File: config.mk
export PLATFORM = sky130hd
export DESIGN_NAME = scsi_irq_status
export DESIGN_NICKNAME = d
export VERILOG_FILES = /design/src/rtl/irqstat_pkg.sv /design/src/rtl/irqstat_ctrl.sv /design/src/rtl/irqstat_datapath.sv /design/src/rtl/scsi_irq_status.sv
export SDC_FILE = /design/constraint.sdc
export NUM_CORES = 1
export LEC_CHECK = 0
export ABC_AREA = 0
export ABC_CLOCK_PERIOD_IN_PS = 2100
export BUFFER_PORTS_ARGS = -buffer_cell sky130_fd_sc_hd__buf_2
export CAP_MARGIN = 20
export CORE_MARGIN = 3
export CORE_UTILIZATION = 40
export CTS_BUF_LIST = sky130_fd_sc_hd__clkbuf_16
export DETAILED_ROUTE_END_ITERATION = 12
export PLACE_DENSITY_LB_ADDON = 0.2
export REMOVE_ABC_BUFFERS = 1
export SLEW_MARGIN = 20
export SYNTH_ARGS = -nofsm -noshare
export SYNTH_HDL_FRONTEND = slang
export SYNTH_SLANG_ARGS = --single-unit
File: constraint.sdc
create_clock -name clk -period 2.1 [get_ports clk]
set_clock_uncertainty 0.15 [all_clocks]
set_input_delay 0.105 -clock clk [delete_from_list [all_inputs] [get_ports clk]]
set_output_delay 0.105 -clock clk [all_outputs]
set_load 0.03 [all_outputs]
File: src/rtl/irqstat_pkg.sv
package irqstat_pkg;
  localparam int BYTE_W  = 8;
  localparam int PHASE_W = 3;
  localparam int SEL_W   = 2;
  localparam int ERR_W   = 2;

  // status bit positions
  localparam int ST_INT   = 7;
  localparam int ST_GROSS = 6;
  localparam int ST_PAR   = 5;
  localparam int ST_TC    = 4;

  // bits that survive a reason read: terminal count and phase field
  localparam logic [BYTE_W-1:0] KEEP_ON_READ = 8'h17;

  typedef enum logic [SEL_W-1:0] {
    SEL_STATUS = 2'd0,
    SEL_REASON = 2'd1,
    SEL_SEQ    = 2'd2,
    SEL_CFG    = 2'd3
  } rdSelT;

  typedef struct packed {
    logic               clrOnRead;
    logic               raise;
    logic               phaseLoad;
    logic               tcUp;
    logic               tcDown;
    logic [ERR_W-1:0]   errUp;
    logic               seqLoad;
    logic               cfgLoad;
    logic [3:0]         rdOneHot;
  } strobeT;
endpackage

File: src/rtl/irqstat_ctrl.sv
module irqstat_ctrl
  import irqstat_pkg::*;
(
  input  logic             clk,
  input  logic             rst_n,
  input  logic             phaseWe,
  input  logic             raiseReq,
  input  logic             tcSet,
  input  logic             tcClr,
  input  logic [ERR_W-1:0] errSet,
  input  logic             seqWe,
  input  logic             cfgWe,
  input  logic             rdEn,
  input  logic [SEL_W-1:0] rdSel,
  output strobeT           strobes
);
  always_comb begin
    strobes           = '0;
    strobes.clrOnRead = rdEn && (rdSel == SEL_REASON);
    strobes.raise     = raiseReq;
    strobes.phaseLoad = phaseWe;
    // set beats clear when both arrive together
    strobes.tcUp      = tcSet;
    strobes.tcDown    = tcClr && !tcSet;
    strobes.errUp     = errSet;
    strobes.seqLoad   = seqWe;
    strobes.cfgLoad   = cfgWe;
    for (int i = 0; i < 4; i++) begin
      strobes.rdOneHot[i] = (rdSel == SEL_W'(i));
    end
  end

  a_r11_tc_strobes_exclusive: assert property (@(posedge clk) disable iff (!rst_n)
    !(strobes.tcUp && strobes.tcDown));
  a_r10_one_select: assert property (@(posedge clk) disable iff (!rst_n)
    $onehot0(strobes.rdOneHot) && $countones(strobes.rdOneHot) == 1);
endmodule

File: src/rtl/irqstat_datapath.sv
module irqstat_datapath
  import irqstat_pkg::*;
#(
  parameter logic [BYTE_W-1:0] CFG_RESET = 8'h07
) (
  input  logic               clk,
  input  logic               rst_n,
  input  strobeT             strobes,
  input  logic [PHASE_W-1:0] phaseIn,
  input  logic [BYTE_W-1:0]  reasonSet,
  input  logic [BYTE_W-1:0]  seqIn,
  input  logic [BYTE_W-1:0]  cfgIn,
  output logic [BYTE_W-1:0]  rdData,
  output logic               irqOut
);
  logic [BYTE_W-1:0] statusQ, reasonQ, seqQ, cfgQ;
  logic [BYTE_W-1:0] statusN, reasonN;
  logic              irqQ;

  always_comb begin
    statusN = strobes.clrOnRead ? (statusQ & KEEP_ON_READ) : statusQ;
    if (strobes.tcDown) statusN[ST_TC] = 1'b0;
    if (strobes.tcUp)   statusN[ST_TC] = 1'b1;
    if (strobes.errUp[1]) statusN[ST_GROSS] = 1'b1;
    if (strobes.errUp[0]) statusN[ST_PAR]   = 1'b1;
    if (strobes.phaseLoad) statusN[PHASE_W-1:0] = phaseIn;
    if (strobes.raise) statusN[ST_INT] = 1'b1;
    reasonN = (strobes.clrOnRead ? '0 : reasonQ) | reasonSet;
  end

  always_ff @(posedge clk) begin
    if (!rst_n) begin
      statusQ <= '0;
      reasonQ <= '0;
      seqQ    <= '0;
      cfgQ    <= CFG_RESET;
      irqQ    <= 1'b0;
    end else begin
      statusQ <= statusN;
      reasonQ <= reasonN;
      irqQ    <= statusN[ST_INT];
      if (strobes.seqLoad) seqQ <= seqIn;
      if (strobes.cfgLoad) cfgQ <= cfgIn;
    end
  end

  always_comb begin
    unique case (1'b1)
      strobes.rdOneHot[SEL_REASON]: rdData = reasonQ;
      strobes.rdOneHot[SEL_SEQ]:    rdData = seqQ;
      strobes.rdOneHot[SEL_CFG]:    rdData = cfgQ;
      default:                      rdData = statusQ;
    endcase
  end

  assign irqOut = irqQ;

  a_r9_pin_matches_flag: assert property (@(posedge clk) disable iff (!rst_n)
    irqQ == statusQ[ST_INT]);
  a_r3_raise_sets_pin: assert property (@(posedge clk) disable iff (!rst_n)
    strobes.raise |=> irqQ);
  a_r5_read_drops_pin: assert property (@(posedge clk) disable iff (!rst_n)
    strobes.clrOnRead && !strobes.raise |=> !irqQ && reasonQ == $past(reasonSet));
  a_r6_tc_survives: assert property (@(posedge clk) disable iff (!rst_n)
    strobes.clrOnRead && !strobes.tcUp && !strobes.tcDown && !strobes.phaseLoad
    |=> statusQ[ST_TC] == $past(statusQ[ST_TC]) && $stable(statusQ[PHASE_W-1:0]));
  a_r7_seq_kept: assert property (@(posedge clk) disable iff (!rst_n)
    !strobes.seqLoad |=> $stable(seqQ));
  a_r2_phase_only: assert property (@(posedge clk) disable iff (!rst_n)
    strobes.phaseLoad && !strobes.clrOnRead && !strobes.raise && !strobes.tcUp
    && !strobes.tcDown && strobes.errUp == '0
    |=> statusQ[PHASE_W-1:0] == $past(phaseIn) && statusQ[7:3] == $past(statusQ[7:3]));
endmodule

File: src/rtl/scsi_irq_status.sv
module scsi_irq_status
  import irqstat_pkg::*;
#(
  parameter logic [7:0] CFG_RESET = 8'h07
) (
  input  logic       clk,
  input  logic       rst_n,
  input  logic       phaseWe,
  input  logic [2:0] phaseIn,
  input  logic       raiseReq,
  input  logic [7:0] reasonSet,
  input  logic       tcSet,
  input  logic       tcClr,
  input  logic [1:0] errSet,
  input  logic       seqWe,
  input  logic [7:0] seqIn,
  input  logic       cfgWe,
  input  logic [7:0] cfgIn,
  input  logic       rdEn,
  input  logic [1:0] rdSel,
  output logic [7:0] rdData,
  output logic       irqOut
);
  strobeT strobes;

  irqstat_ctrl uCtrl (
    .clk(clk), .rst_n(rst_n), .phaseWe(phaseWe), .raiseReq(raiseReq),
    .tcSet(tcSet), .tcClr(tcClr), .errSet(errSet), .seqWe(seqWe),
    .cfgWe(cfgWe), .rdEn(rdEn), .rdSel(rdSel), .strobes(strobes)
  );

  irqstat_datapath #(.CFG_RESET(CFG_RESET)) uData (
    .clk(clk), .rst_n(rst_n), .strobes(strobes), .phaseIn(phaseIn),
    .reasonSet(reasonSet), .seqIn(seqIn), .cfgIn(cfgIn),
    .rdData(rdData), .irqOut(irqOut)
  );
endmodule

==> flow_summary.ini <==
[run]
drv_cap = 0

[grt]
antenna_found_initial = 0
grt_pass1_wl_um = 5630
overflow = 0
grt_max_degree = 32
grt_pass1_vias = 1228
met2_usage_pct = 31.1
top_usage_layer = met2
grt_use_met1_pct = 20.3
grt.total_usage_pct = 17.3
grtUsageMet3_pct = 3.42

[final_layout]
area_growth_pct = 47.2
nNetsFinal = 241
antenna_cells = 0
fillers = 281
drive_gt1_share_pct = 32.0
design_area_um2 = 2070

[pwr]
power_w = 0.00154
p_per_area_nw_per_um2 = 746
worst_ir_drop_vdd_mv = 0.545
p_leak_nw = 0.943

[floorplan]
core_um2 = 3200
die_h_um = 65.3
die_w_um = 65.3
pin_count = 49
start_util_pct = 43.9
die_area_um2 = 4260
num_rows = 20

[logic_synthesis]
async_flop_share_pct = 0
ys_seq_elements = 31
ys_warn_count = 0
syn-instance-count = 124
yosysSeqAreaShare_pct = 44.2
synth_largest_area_cell = dfxtp_1
yosys.area.top_type_share_pct = 44.2
synthFlopType = dfxtp_1
synth-edff-count = 0
postSynthAreaPerCell_um2 = 11.3
synth_most_common_cell = dfxtp_1
synth_area_leaders = dfxtp_1 44%, mux2i_1 15%, mux4_2 9.6%
netlist_area_um2 = 1410
synth_common_cells = 31 x dfxtp_1, 21 x mux2i_1, 17 x nor2b_1
yosysUniqueCellTypes = 17

[worst_setup_path]
startpoint_type = register
crit_type = register to output pin
critical_path.max_fanout = 3
required_ns = 1.85
crit_path_end_kind = output pin
critPathArrivalTime_ns = 1.25

[sta]
final-setup-viol-count = 0
hold_viol_final = 0
worstMarginPinSlew_ns = 0.464
maxSlewHeadroom_pct = 69.1
fin_tns_setup_ns = 0
clock.fmax_mhz = 666
finalCritPeriodShare_pct = 71.5
drv_slew = 0
rsz0062_at_grt = false
period_needed_ns = 1.50

[route]
drt-initial-drc-count = 36
via_per_inst = 4.94
wl_per_cell_um = 14.3
vias = 1205
drc_errors = 0
wl_um = 3480
drt.antenna.violating_nets = 0
drt_first_pass_iters = 4

[hold_path]
hold_path.class = input port to register

[placement]
numPortBuffers = 48
place_congestion = 0.697
place_area_um2 = 1630
dp_hpwl_um = 2150

[cts]
root_buffer = clkbuf_16
clk_latency_ns = 0.26
cts_setup_buffers = 0
clkSinkCount = 31
ctsHtreeMaxLevel = 2
path_clk_slew_ns = 0.05
cts_buffers = 5
clk_path_buf_depth = 2
cts_tree = built

[run_status]
status = finished clean
final cells by class:
class | count | area [um^2] | share of cell area (%)
multi-input cells | 83 | 706 | 34.1
flip-flops and latches | 31 | 621 | 30.0
repair buffers | 80 | 558 | 27.0
clock buffers | 5 | 125 | 6.05
well taps | 44 | 55.1 | 2.66
clock inverters | 1 | 3.75 | 0.181
critical path, cell delays in order, from the launching register on:
cell and delay (ns):
dfxtp_1 0.31, mux4_1 0.47, buf_2 0.19
flip-flops by register name (all words and copies together), names as in the netlist:
name	count
uData.cfgQ	8
uData.irqOut	1
uData.reasonQ	8
uData.seqQ	8
uData.statusQ	6
worst paths after layout:
check / from / to / slack (ns) / depth (start not counted)
hold / removal: phaseWe / uData.statusQ[2]$_SDFFE_PN0P_ / 0.02 / 3
setup / recovery: uData.irqOut$_SDFFE_PN0P_ / rdData[7] / 0.60 / 2
hold reg to reg: uData.cfgQ[2]$_SDFFE_PN1P_ / uData.cfgQ[2]$_SDFFE_PN1P_ / 0.33 / 2
setup reg to reg: uData.statusQ[4]$_SDFFE_PN0P_ / uData.statusQ[4]$_SDFFE_PN0P_ / 0.71 / 3
cell families after synthesis:
kind of cell | count (synthesis) | synth area share (%)
buf+inv | 10 | 5.61
simple gates | 40 | 18.0
compound gates | 15 | 5.79
flops | 31 | 44.2
mux | 28 | 26.4
placed cells by master (no fill, tap or decap), drive strengths merged:
cell,netlist,layout
buf,7,49
dlygate4sd3,0,31
dfxtp,31,31
mux2i,21,21
nor2b,17,17
o21ai,11,11
nor2,11,11
mux4,7,7
clkbuf,3,5
nand2,4,4
and4bb,4,4
nor4bb,4,4
a31oi,3,3
o21a,1,1
inv,0,1
timing repair:
action,in CTS,in global routing
endpoints found under the setup margin,0,0
hold endpoints to repair,30,0
hold buffers,31,0
gates resized for setup,0,0
report_power, final:
group          internal, W  leakage (nW)  switching (W)  total (W)
registers         0.000630         0.258      0.0000187   0.000648
logic             0.000140         0.619       0.000121   0.000261
clock network     0.000418        0.0669       0.000215   0.000633
total              0.00119         0.943       0.000354    0.00154
stage by stage:
step           hold WS [ns]  utilization (%)  instances  worst slack, ns
2_1_floorplan        0.0169                -        114            0.767
3_3_place_gp          0.168             50.9        207            0.623
3_5_place_dp          0.174             50.9        207            0.614
4_1_cts              0.0247             64.6        244            0.591
5_1_grt              0.0307             64.6        244            0.553
6_report             0.0228             64.6        244            0.599
routing by layer:
metal	wire, um	share of wire (%)
met5	0	0
met4	38	1.1
met3	142	4.1
met2	1820	52
met1	1480	43
(Power assumes the default switching activity.)
